<file path="config.mk">
export PLATFORM = sky130hd
export DESIGN_NAME = clk_out_gate
export DESIGN_NICKNAME = d
export VERILOG_FILES = /design/src/rtl/clk_gate_pkg.sv /design/src/rtl/cg_reset_sync.sv /design/src/rtl/cg_pd_qualifier.sv /design/src/rtl/cg_se_lane.sv /design/src/rtl/cg_diff_lane.sv /design/src/rtl/clk_out_gate.sv
export SDC_FILE = /design/constraint.sdc
export NUM_CORES = 1
export LEC_CHECK = 0
export BUFFER_PORTS_ARGS = -buffer_cell sky130_fd_sc_hd__buf_2
export CORE_UTILIZATION = 45
export DETAILED_ROUTE_END_ITERATION = 8
export PLACE_DENSITY = 0.71
export SLEW_MARGIN = 5
export SYNTH_ARGS = -nofsm -noshare
export SYNTH_HDL_FRONTEND = slang
export SYNTH_SLANG_ARGS = --single-unit
</file>
<file path="constraint.sdc">
create_clock -name clk -period 1.8 [get_ports clk]
set_input_delay 0 -clock clk [delete_from_list [all_inputs] [get_ports clk]]
set_output_delay 0 -clock clk [all_outputs]
set_load 0.005 [all_outputs]
</file>
<file path="src/rtl/clk_gate_pkg.sv">
package clk_gate_pkg;

  typedef enum logic [1:0] {
    GATE_RUN    = 2'd0,
    GATE_SWSTOP = 2'd1,
    GATE_PWRDN  = 2'd2,
    GATE_OFF    = 2'd3
  } gate_cause_e;

  // Disable outranks power-down, which outranks software stop.
  function automatic gate_cause_e resolve_cause(input logic enable,
                                                input logic pd_on,
                                                input logic sw_halt);
    gate_cause_e cause;
    if (!enable)      cause = GATE_OFF;
    else if (pd_on)   cause = GATE_PWRDN;
    else if (sw_halt) cause = GATE_SWSTOP;
    else              cause = GATE_RUN;
    return cause;
  endfunction

endpackage

</file>
<file path="src/rtl/cg_reset_sync.sv">
module cg_reset_sync #(
  parameter int STAGES = 2
) (
  input  logic clk,
  input  logic rst_n_in,
  output logic rst_n_out
);
  logic [STAGES-1:0] sync_q;
  logic [STAGES-1:0] sync_d;

  always_comb begin
    sync_d = {sync_q[STAGES-2:0], 1'b1};
  end

  always_ff @(posedge clk or negedge rst_n_in) begin
    if (!rst_n_in) sync_q <= '0;
    else           sync_q <= sync_d;
  end

  assign rst_n_out = sync_q[STAGES-1];
endmodule

</file>
<file path="src/rtl/cg_pd_qualifier.sv">
module cg_pd_qualifier #(
  parameter int QUAL_EDGES = 2
) (
  input  logic clk,
  input  logic rst_n,
  input  logic ref_clk,
  input  logic pd_req,
  output logic pd_accepted
);
  localparam int HW = QUAL_EDGES;

  logic          ref_s_q, ref_p_q;
  logic [HW-1:0] hist_q, hist_d;
  logic          acc_q, acc_d;
  logic          ref_rise;

  always_comb begin
    ref_rise = ref_s_q & ~ref_p_q;
    hist_d   = hist_q;
    if (ref_rise) hist_d = {hist_q[HW-2:0], pd_req};
    acc_d    = &hist_d;
  end

  always_ff @(posedge clk or negedge rst_n) begin
    if (!rst_n) begin
      ref_s_q <= 1'b0;
      ref_p_q <= 1'b0;
      hist_q  <= '0;
      acc_q   <= 1'b0;
    end else begin
      ref_s_q <= ref_clk;
      ref_p_q <= ref_s_q;
      hist_q  <= hist_d;
      acc_q   <= acc_d;
    end
  end

  assign pd_accepted = acc_q;
endmodule

</file>
<file path="src/rtl/cg_se_lane.sv">
module cg_se_lane
  import clk_gate_pkg::*;
#(
  parameter bit FREE_RUN = 1'b0
) (
  input  logic clk,
  input  logic rst_n,
  input  logic clk_in,
  input  logic enable,
  input  logic stop_mask,
  input  logic sw_run,
  input  logic pd_on,
  output logic gated_out
);
  logic        smp_q, prv_q;
  logic        open_q, open_d;
  logic        out_q, out_d;
  logic        eff_mask;
  logic        fall_seen;
  gate_cause_e cause_now;

  generate
    if (FREE_RUN) begin : g_free
      assign eff_mask = stop_mask & 1'b0;
    end else begin : g_stoppable
      assign eff_mask = stop_mask;
    end
  endgenerate

  always_comb begin
    fall_seen = prv_q & ~smp_q;
    cause_now = resolve_cause(enable, pd_on, ~sw_run & eff_mask);
    open_d    = open_q;
    if (fall_seen) open_d = (cause_now == GATE_RUN);
    out_d     = smp_q & open_d;
  end

  always_ff @(posedge clk or negedge rst_n) begin
    if (!rst_n) begin
      smp_q  <= 1'b0;
      prv_q  <= 1'b0;
      open_q <= 1'b0;
      out_q  <= 1'b0;
    end else begin
      smp_q  <= clk_in;
      prv_q  <= smp_q;
      open_q <= open_d;
      out_q  <= out_d;
    end
  end

  assign gated_out = out_q;
endmodule

</file>
<file path="src/rtl/cg_diff_lane.sv">
module cg_diff_lane
  import clk_gate_pkg::*;
(
  input  logic clk,
  input  logic rst_n,
  input  logic clk_in,
  input  logic enable,
  input  logic stop_mask,
  input  logic sw_run,
  input  logic sw_tri,
  input  logic pd_on,
  input  logic pd_tri,
  output logic t_out,
  output logic c_out,
  output logic t_oe,
  output logic c_oe
);
  logic        smp_q, prv_q;
  logic        cfall_seen;
  gate_cause_e cause_q, cause_d, cause_now;
  logic        t_q, c_q, toe_q, coe_q;
  logic        t_d, c_d, toe_d, coe_d;

  always_comb begin
    cfall_seen = smp_q & ~prv_q;
    cause_now  = resolve_cause(enable, pd_on, ~sw_run & stop_mask);
    cause_d    = cfall_seen ? cause_now : cause_q;
    t_d   = 1'b1;
    c_d   = 1'b0;
    toe_d = 1'b0;
    coe_d = 1'b0;
    case (cause_d)
      GATE_RUN: begin
        t_d   = smp_q;
        c_d   = ~smp_q;
        toe_d = 1'b1;
        coe_d = 1'b1;
      end
      GATE_SWSTOP: begin
        toe_d = ~sw_tri;
        coe_d = ~sw_tri;
      end
      GATE_PWRDN: begin
        toe_d = ~pd_tri;
      end
      default: begin
        toe_d = 1'b0;
      end
    endcase
  end

  always_ff @(posedge clk or negedge rst_n) begin
    if (!rst_n) begin
      smp_q   <= 1'b0;
      prv_q   <= 1'b0;
      cause_q <= GATE_OFF;
      t_q     <= 1'b1;
      c_q     <= 1'b0;
      toe_q   <= 1'b0;
      coe_q   <= 1'b0;
    end else begin
      smp_q   <= clk_in;
      prv_q   <= smp_q;
      cause_q <= cause_d;
      t_q     <= t_d;
      c_q     <= c_d;
      toe_q   <= toe_d;
      coe_q   <= coe_d;
    end
  end

  assign t_out = t_q;
  assign c_out = c_q;
  assign t_oe  = toe_q;
  assign c_oe  = coe_q;
endmodule

</file>
<file path="src/rtl/clk_out_gate.sv">
module clk_out_gate #(
  parameter int              N_SE          = 4,
  parameter int              N_DF          = 3,
  parameter logic [N_SE-1:0] SE_FREE_MASK  = 4'b1000,
  parameter int              PD_QUAL_EDGES = 2,
  parameter int              RST_STAGES    = 2
) (
  input  logic            clk,
  input  logic            rst_n,
  input  logic            sw_run,
  input  logic            pd_req,
  input  logic            pd_ref_clk,
  input  logic [N_SE-1:0] se_clk_in,
  input  logic [N_SE-1:0] se_en,
  input  logic [N_SE-1:0] se_stop_mask,
  input  logic [N_DF-1:0] df_clk_in,
  input  logic [N_DF-1:0] df_en,
  input  logic [N_DF-1:0] df_stop_mask,
  input  logic [N_DF-1:0] df_pd_tri,
  input  logic            df_sw_tri,
  output logic [N_SE-1:0] se_out,
  output logic [N_DF-1:0] df_t_out,
  output logic [N_DF-1:0] df_c_out,
  output logic [N_DF-1:0] df_t_oe,
  output logic [N_DF-1:0] df_c_oe
);
  logic rst_n_int;
  logic pd_on;

  cg_reset_sync #(.STAGES(RST_STAGES)) rst_sync_i (
    .clk       (clk),
    .rst_n_in  (rst_n),
    .rst_n_out (rst_n_int)
  );

  cg_pd_qualifier #(.QUAL_EDGES(PD_QUAL_EDGES)) pd_qual_i (
    .clk         (clk),
    .rst_n       (rst_n_int),
    .ref_clk     (pd_ref_clk),
    .pd_req      (pd_req),
    .pd_accepted (pd_on)
  );

  for (genvar i = 0; i < N_SE; i++) begin : g_se
    cg_se_lane #(.FREE_RUN(SE_FREE_MASK[i])) lane_i (
      .clk       (clk),
      .rst_n     (rst_n_int),
      .clk_in    (se_clk_in[i]),
      .enable    (se_en[i]),
      .stop_mask (se_stop_mask[i]),
      .sw_run    (sw_run),
      .pd_on     (pd_on),
      .gated_out (se_out[i])
    );
  end

  for (genvar j = 0; j < N_DF; j++) begin : g_df
    cg_diff_lane lane_i (
      .clk       (clk),
      .rst_n     (rst_n_int),
      .clk_in    (df_clk_in[j]),
      .enable    (df_en[j]),
      .stop_mask (df_stop_mask[j]),
      .sw_run    (sw_run),
      .sw_tri    (df_sw_tri),
      .pd_on     (pd_on),
      .pd_tri    (df_pd_tri[j]),
      .t_out     (df_t_out[j]),
      .c_out     (df_c_out[j]),
      .t_oe      (df_t_oe[j]),
      .c_oe      (df_c_oe[j])
    );
  end
endmodule

</file>
==> results of run 1 <==
==> stage by stage <==
stage          hold slack, ps  setup slack (ps)   util  instances  area [µm²]
5_1_grt                  10.4               133  0.595        229        2210
3_5_place_dp             -212               405  0.519        203        1930
3_3_place_gp             -215               420  0.519        203        1930
6_report                 3.45               217  0.595        229        2210
4_1_cts                  1.21               248  0.595        229        2210
2_1_floorplan            -296               411      -        126        1760
==> synth_stat cells <==
cell type / instances / area, µm²
nand3b_1: 5 / 37.5
dfstp_2: 9 / 236
conb_1: 1 / 3.75
o22a_1: 2 / 17.5
o21ai_0: 4 / 20.0
buf_4: 16 / 120
a22oi_1: 1 / 7.51
nor2_1: 1 / 3.75
and2_1: 5 / 31.3
mux2_2: 3 / 33.8
or3b_4: 1 / 11.3
nand4bb_2: 2 / 32.5
dfrtp_1: 38 / 951
nand2b_2: 1 / 8.76
o41ai_1: 1 / 8.76
o211a_1: 2 / 20.0
a221oi_4: 1 / 26.3
or3_1: 3 / 18.8
nor3b_1: 2 / 15.0
o31ai_1: 3 / 22.5
a21oi_1: 2 / 10.0
inv_1: 10 / 37.5
o22ai_1: 3 / 18.8
o21a_1: 2 / 15.0
nand2b_1: 4 / 25.0
nor2b_1: 3 / 18.8
and3b_1: 1 / 8.76
==> registers in the layout, indices dropped and copies added (netlist names), 2 cells and up <==
| register | flops |
|---|---|
| pd_qual_i.hist_q | 2 |
| g_se.lane_i.prv_q | 4 |
| g_se.lane_i.smp_q | 4 |
| g_df.lane_i.t_out | 3 |
| g_df.lane_i.t_oe | 3 |
| g_df.lane_i.prv_q | 3 |
| rst_sync_i.sync_q | 2 |
| g_df.lane_i.c_oe | 3 |
| g_df.lane_i.c_out | 3 |
| g_se.lane_i.gated_out | 4 |
| g_df.lane_i.smp_q | 3 |
| g_df.lane_i.cause_q | 6 |
| g_se.lane_i.open_q | 4 |
==> path summary, 6_finish.rpt <==
check                                      startpoint  slack [ps]                     to
max in group asynchronous        rst_sync_i.sync_q[1]        1090   g_df[2].lane_i.t_out
worst max-delay path            pd_qual_i.pd_accepted         220  g_se[0].lane_i.open_q
worst min register to register   rst_sync_i.sync_q[1]         330  g_se[1].lane_i.open_q
min in group asynchronous                       rst_n          10   rst_sync_i.sync_q[1]
worst min-delay path                     df_pd_tri[0]           3    g_df[0].lane_i.t_oe
worst max register to register  pd_qual_i.pd_accepted         220  g_se[0].lane_i.open_q
==> cell type report <==
type / count / area (µm²) / area share
flip-flops and latches: 47 / 1190 / 0.538
multi-input cells: 53 / 415 / 0.188
repair buffers: 63 / 408 / 0.185
clock buffers: 8 / 100 / 0.0453
well taps: 48 / 60.1 / 0.0272
inverters: 10 / 37.5 / 0.0170
==> cells in the final DEF, fill, tap and decap left out, types with 2 or more instances in the layout <==
cell,Yosys,final
buf_2,0,44
dfrtp_1,38,37
dlygate4sd3_1,0,18
inv_1,10,10
dfstp_2,9,9
clkbuf_8,0,7
nand3b_1,5,5
and2_1,5,5
nand2b_1,4,4
o21ai_0,4,4
mux2_2,3,3
nor2b_1,3,3
o22ai_1,3,3
or3_1,3,3
o31ai_1,3,3
nor3b_1,2,2
o22a_1,2,2
nand4bb_2,2,2
o21a_1,2,2
o211a_1,2,2
a21oi_1,2,2
==> worst register-to-register path, stage by stage (launching register included) <==
cell and delay, ps:
dfrtp_1 490, nand3b_1 210, dlygate4sd3_1 570, o31ai_1 210
==> logic make-up (layout without fill, tap and decap cells) <==
family                 count (synthesis)  in the layout
flip-flops                            47             47
AND/OR/NAND/NOR                       28             28
buffers and inverters                 26             81
AO/OA/AOI/OAI                         21             21
multiplexers                           3              3
other                                  1              1
==> power by group <==
| group | internal [mW] | switching, mW |
|---|---|---|
| clock network | 0.350 | 0.324 |
| registers | 1.18 | 0.0522 |
| logic | 0.160 | 0.118 |
| total | 1.69 | 0.494 |
==> layer usage <==
| layer | global-route usage | wire (µm) | vias to the layer above |
|---|---|---|---|
| met5 | 0 | 0 | - |
| met4 | 0.0833 | 66 | 0 |
| met3 | 0.0599 | 117 | 5 |
| li1 | - | - | 519 |
| met1 | 0.170 | 1110 | 535 |
| met2 | 0.259 | 1450 | 24 |
==> qor.txt, run 1 <==
DR vias -> 1083
Startpoint Class -> register
required time of the critical path -> 2000 ps
kind of critical path -> reg2reg
Crit. path cell count -> 3
first-pass GRT wire length -> 4680 µm
CTS sink count -> 47
largest family of logic cells by synthesized area -> simple AND/OR/NAND/NOR gates
Core ar. -> 0.00372 mm²
Final TNS setup -> 0 ps
Nets -> 210
Final min period -> 1580 ps
Critical Path Sink Type -> register
total power -> 2.18 mW
Worst Skew -> 5.28 ps
Die X -> 64.5 µm
GRT Residual Overflow -> 0
# rows -> 22
Residual DRC -> 0
mapped cell area -> 0.00176 mm²
CP max FO -> 10
H-Tree Depth -> 2
cts hold-fix bufs -> 18
Worst Tran Pin Value -> 525 ps
Worst path max stage delay -> 570 ps
DP HPWL -> 1880 µm
mux share of post-synthesis cell area -> 0.0192
Synth cell types -> 27
Mapped Avg Cell Area -> 14.0 µm²
sequential-to-total area share from yosys stat -> 0.674
endpoints failing hold -> 0
Post-CTS Setup Repair Bufs -> 0
max_slew headroom -> 0.650
Worst VDD drop -> 0.542 mV
maximum capacitance violations -> 0
final antenna-violating net count -> 0
Worst EP arrival -> 1780 ps
Ports -> 46
initial antenna violation count -> 0
Setup Viol. Count Final -> 0
post-synthesis xor/xnor area fraction -> 0
Hold Path Depth -> 3
Vias per Instance -> 4.73
Area Growth Syn to Fin -> 25.5%
Die Height -> 64.5 µm
Yosys warning total -> 0
Clock Tree Buf Depth -> 2
worst path cell trace -> nand3b_1 > dlygate4sd3_1 > o31ai_1
status -> finished clean
P_leak -> 1.08 nW
worst reg2reg path depth -> 3
wire length per cell -> 12.0 µm
DR pass1 iterations -> 4
Post-Syn Instances -> 126
CTS root buffer -> clkbuf_8
crit path buf inv count -> 1
Worst path slowest cell -> dlygate4sd3_1
Starting Density -> 0.474
number of global-route vias before repair -> 1113
CTS tree -> built
Post-Syn Nets -> 156
Compound-Gate Fraction of Synth Area -> 0.0945
DR iter-0 viols -> 20
PostCTS Resize Cnt -> 0
total CTS buffers -> 5
antenna cell count -> 0
GPL Wtd Cong -> 0.719
Total GRT Usage -> 0.155
Reg clk slew, reported paths -> 80 ps
die area -> 0.00417 mm²
share of layout cells above drive strength 1 -> 0.387
DRT Wirelength -> 2740 µm
period utilisation layout -> 0.880
number of buffers added on ports -> 44
hold crit path type -> in2reg
family with the most delay on the worst path -> buffers and inverters
Layout fillers -> 316
max frequency -> 632 MHz
max-slew violations -> 0
adder-cell share of the synthesized area -> 0
Skew-Pair Late Insertion Delay -> 300 ps
Pwr Density -> 988 mW/mm²
synthesized flop and latch total -> 47
largest net degree at the start of global routing -> 46
post-synthesis simple-gate area fraction -> 0.120
unrepaired setup endpoints after global routing -> false
Power figures use the tool's default switching activity.
==> run 2, diff against run 1 <==
- ABC_AREA: not set -> 1
==> qor.txt, run 2 <==
status -> finished clean
most frequent cells in the layout -> 45 x nand2_1, 44 x buf_2, 37 x dfrtp_1, 31 x inv_1, 21 x dlygate4sd3_1
clock power share -> 0.308 (about the same)
crit path buf inv count -> 1 (unchanged)
Area Growth Syn to Fin -> 27.9%
worst path cell trace -> nor3_1 > nand3_1 > dlygate4sd3_1 > nand2_1
most instantiated library cell after synthesis -> nand2_1
# rows -> 22 (unchanged)
Primary FF master, synth -> dfrtp_1
register area -> 0.00119 mm² (unchanged)
Post-Syn Nets -> 204 (+31%)
final antenna-violating net count -> 0 (unchanged)
Final min period -> 1430 ps (-154 ps)
Die Height -> 64.6 µm (+0.14%)
Vias per Instance -> 4.14 (-12%)
DP HPWL -> 1910 µm (+1.8%)
Most flops, register -> g_df.lane_i.cause_q
antenna cell count -> 0 (unchanged)
Mapped Avg Cell Area -> 10.1 µm² (-27%)
number of global-route vias before repair -> 1135 (+2.0%)
Reg clk slew, reported paths -> 80 ps (about the same)
required time of the critical path -> 2030 ps (+30 ps)
top cells by count, synth -> 45 x nand2_1, 38 x dfrtp_1, 31 x inv_1
Worst Skew -> 2.64 ps (-2.64 ps)
DRT Wirelength -> 2650 µm (-3.4%)
period utilisation layout -> 0.794 (-0.0857)
Final TNS setup -> 0 ps (unchanged)
Gate power share -> 0.124 (-0.003)
number of buffers added on ports -> 44 (unchanged)
Setup Viol. Count Final -> 0 (unchanged)
Worst Tran Pin Value -> 514 ps (-11.1 ps)
cell taking the most area after synthesis -> dfrtp_1
Layout fillers -> 321 (+1.6%)
P_sw -> 487 µW (-1.4%)
DR pass1 iterations -> 4 (unchanged)
P_int -> 1.66 mW (-2.0%)
synth top area cells -> dfrtp_1 54%, dfstp_2 13%, nand2_1 9.6%, buf_4 6.8%, inv_1 6.6%
Synth cell types -> 15 (-44%)
hold crit path type -> in2reg
Worst EP arrival -> 1660 ps (-120 ps)
Worst path max stage delay -> 570 ps (about the same)
Starting Density -> 0.475 (+0.00135)
fraction of registers with async set/reset -> 1.00 (unchanged)
CTS root buffer -> clkbuf_8
DR iter-0 viols -> 34 (+70%)
mapped cell area -> 0.00177 mm² (+0.28%)
max-slew violations -> 0 (unchanged)
Ports -> 46 (unchanged)
GRT busiest layer -> met2
met2 usage -> 0.257 (-0.00263)
max_slew headroom -> 0.657 (+0.00742)
Core ar. -> 0.00372 mm² (unchanged)
Sw Ratio -> 0.227 (+0.00105)
Worst path slowest cell -> dlygate4sd3_1
multi-input logic area -> 338 µm² (-19%)
Nets -> 261 (+24%)
CTS tree -> built
grt met1 use -> 0.164 (-0.00630)
GPL Wtd Cong -> 0.745 (+3.6%)
family with the most delay on the worst path -> buffers and inverters
Total GRT Usage -> 0.151 (-0.00431)
first-pass GRT wire length -> 4580 µm (-2.1%)
CP max FO -> 4 (-6)
Post-Syn Instances -> 174 (+38%)
kind of critical path -> reg2reg
Residual DRC -> 0 (unchanged)
max reg flops -> 6 (unchanged)
Critical Path Sink Type -> register
most common cell after layout, fill and taps aside -> nand2_1
sequential-to-total area share from yosys stat -> 0.673 (-0.00191)
Skew-Pair Late Insertion Delay -> 290 ps (about the same)
CTS sink count -> 47 (unchanged)
Post-synth EDFFs -> 0 (unchanged)
endpoints failing hold -> 0 (unchanged)
GR Layer Usage met3 -> 0.0528 (-0.00704)
synthesized flop and latch total -> 47 (unchanged)
DR vias -> 1160 (+7.1%)
H-Tree Depth -> 2 (unchanged)
Startpoint Class -> register
Clock Tree Buf Depth -> 2 (unchanged)
die area -> 0.00418 mm² (+0.28%)
GRT Residual Overflow -> 0 (unchanged)
max frequency -> 700 MHz (+11%)
total CTS buffers -> 5 (unchanged)
largest net degree at the start of global routing -> 25 (-46%)
Worst VDD drop -> 0.616 mV (+14%)
share of the synthesized area in the top cell type -> 0.539 (-0.00153)
Post-Place Setup Slack -> 634 ps (+229 ps)
P_leak -> 1.25 nW (+16%)
initial antenna violation count -> 0 (unchanged)
unrepaired setup endpoints after global routing -> false
Yosys warning total -> 0 (unchanged)
Pwr Density -> 950 mW/mm² (-3.9%)
wire length per cell -> 9.46 µm (-21%)
Die X -> 64.6 µm (+0.14%)
sequential power share -> 0.568 (+0.004)
Final WS setup -> 371 ps (+154 ps)
share of layout cells above drive strength 1 -> 0.272 (-0.115)
maximum capacitance violations -> 0 (unchanged)
run 2: changes by cell type in the layout (fill, tap and decap cells not counted), moves of 4 or more:
cell | previous run | this run
nand2_1 | 0 | 45
inv_1 | 10 | 31
nand3_1 | 0 | 9
nor2_1 | 1 | 10
nand3b_1 | 5 | 0
a21boi_0 | 0 | 4
and2_1 | 5 | 1
nand2b_1 | 4 | 0
run 2: cells by family after synthesis:
logic type,Yosys count,synth area share
other cells,1,0.00212
compound gates,10,0.0340
buf+inv,48,0.136
flops,47,0.673
simple gates,68,0.155
run 2: area by class of cell:
cell class / count / share of cell area
clock buffer: 8 / 0.0443
inverter: 32 / 0.0532
multi-input combinational: 79 / 0.150
sequential: 47 / 0.527
tap: 48 / 0.0266
timing repair buffer: 66 / 0.200
run 2: per-stage QoR:
stage                     power [mW]  hold WS [ps]  area (µm²)  instances   util
final                           2.14         0.338        2260        280  0.607
after CTS                       2.18         0.198        2260        280  0.607
after floorplan                 1.42          -296        1770        174      -
after global routing            2.28          2.74        2260        280  0.607
after detailed placement        1.48          -213        1950        251  0.524
after global placement          1.47          -213        1950        251  0.524
run 2: tightest hold or removal path: cells and delay by family:
kind | cells | cell delay, ps
buf+inv | 1 | 90
simple gates | 3 | 200
run 2: per-layer routing:
metal / part of all wire / vias up
li1: - / 616
met1: 0.45 / 506
met2: 0.47 / 31
met3: 0.056 / 7
met4: 0.021 / 0
met5: 0 / -
run 2: worst paths after layout:
path                                             from                   endpoint  slack, ps  depth (start not counted)
worst max-delay path            pd_qual_i.pd_accepted      g_se[0].lane_i.open_q        370                          4
worst min-delay path                         df_en[1]  g_df[1].lane_i.cause_q[1]        0.3                          4
worst max register to register  pd_qual_i.pd_accepted      g_se[0].lane_i.open_q        370                          4
worst min register to register   rst_sync_i.sync_q[1]       g_df[0].lane_i.c_out        240                          0
max in group asynchronous        rst_sync_i.sync_q[1]  g_df[2].lane_i.cause_q[1]        990                          1
min in group asynchronous                       rst_n       rst_sync_i.sync_q[1]         20                          2
run 2: power by group through the flow:
stage / combinational (mW) / sequential, mW / clock (mW)
floorplan: 0.181 / 1.24 / 0
global placement: 0.229 / 1.24 / 0
detailed placement: 0.237 / 1.24 / 0
CTS: 0.271 / 1.22 / 0.691
global route: 0.308 / 1.23 / 0.745
finish: 0.266 / 1.22 / 0.659
run 2: timing repair:
| action | in CTS | in global routing |
|---|---|---|
| hold buffers | 21 | 0 |
| endpoints found under the hold margin | 21 | 0 |
| buffers inserted | 0 | 0 |
| resized for setup | 0 | 0 |
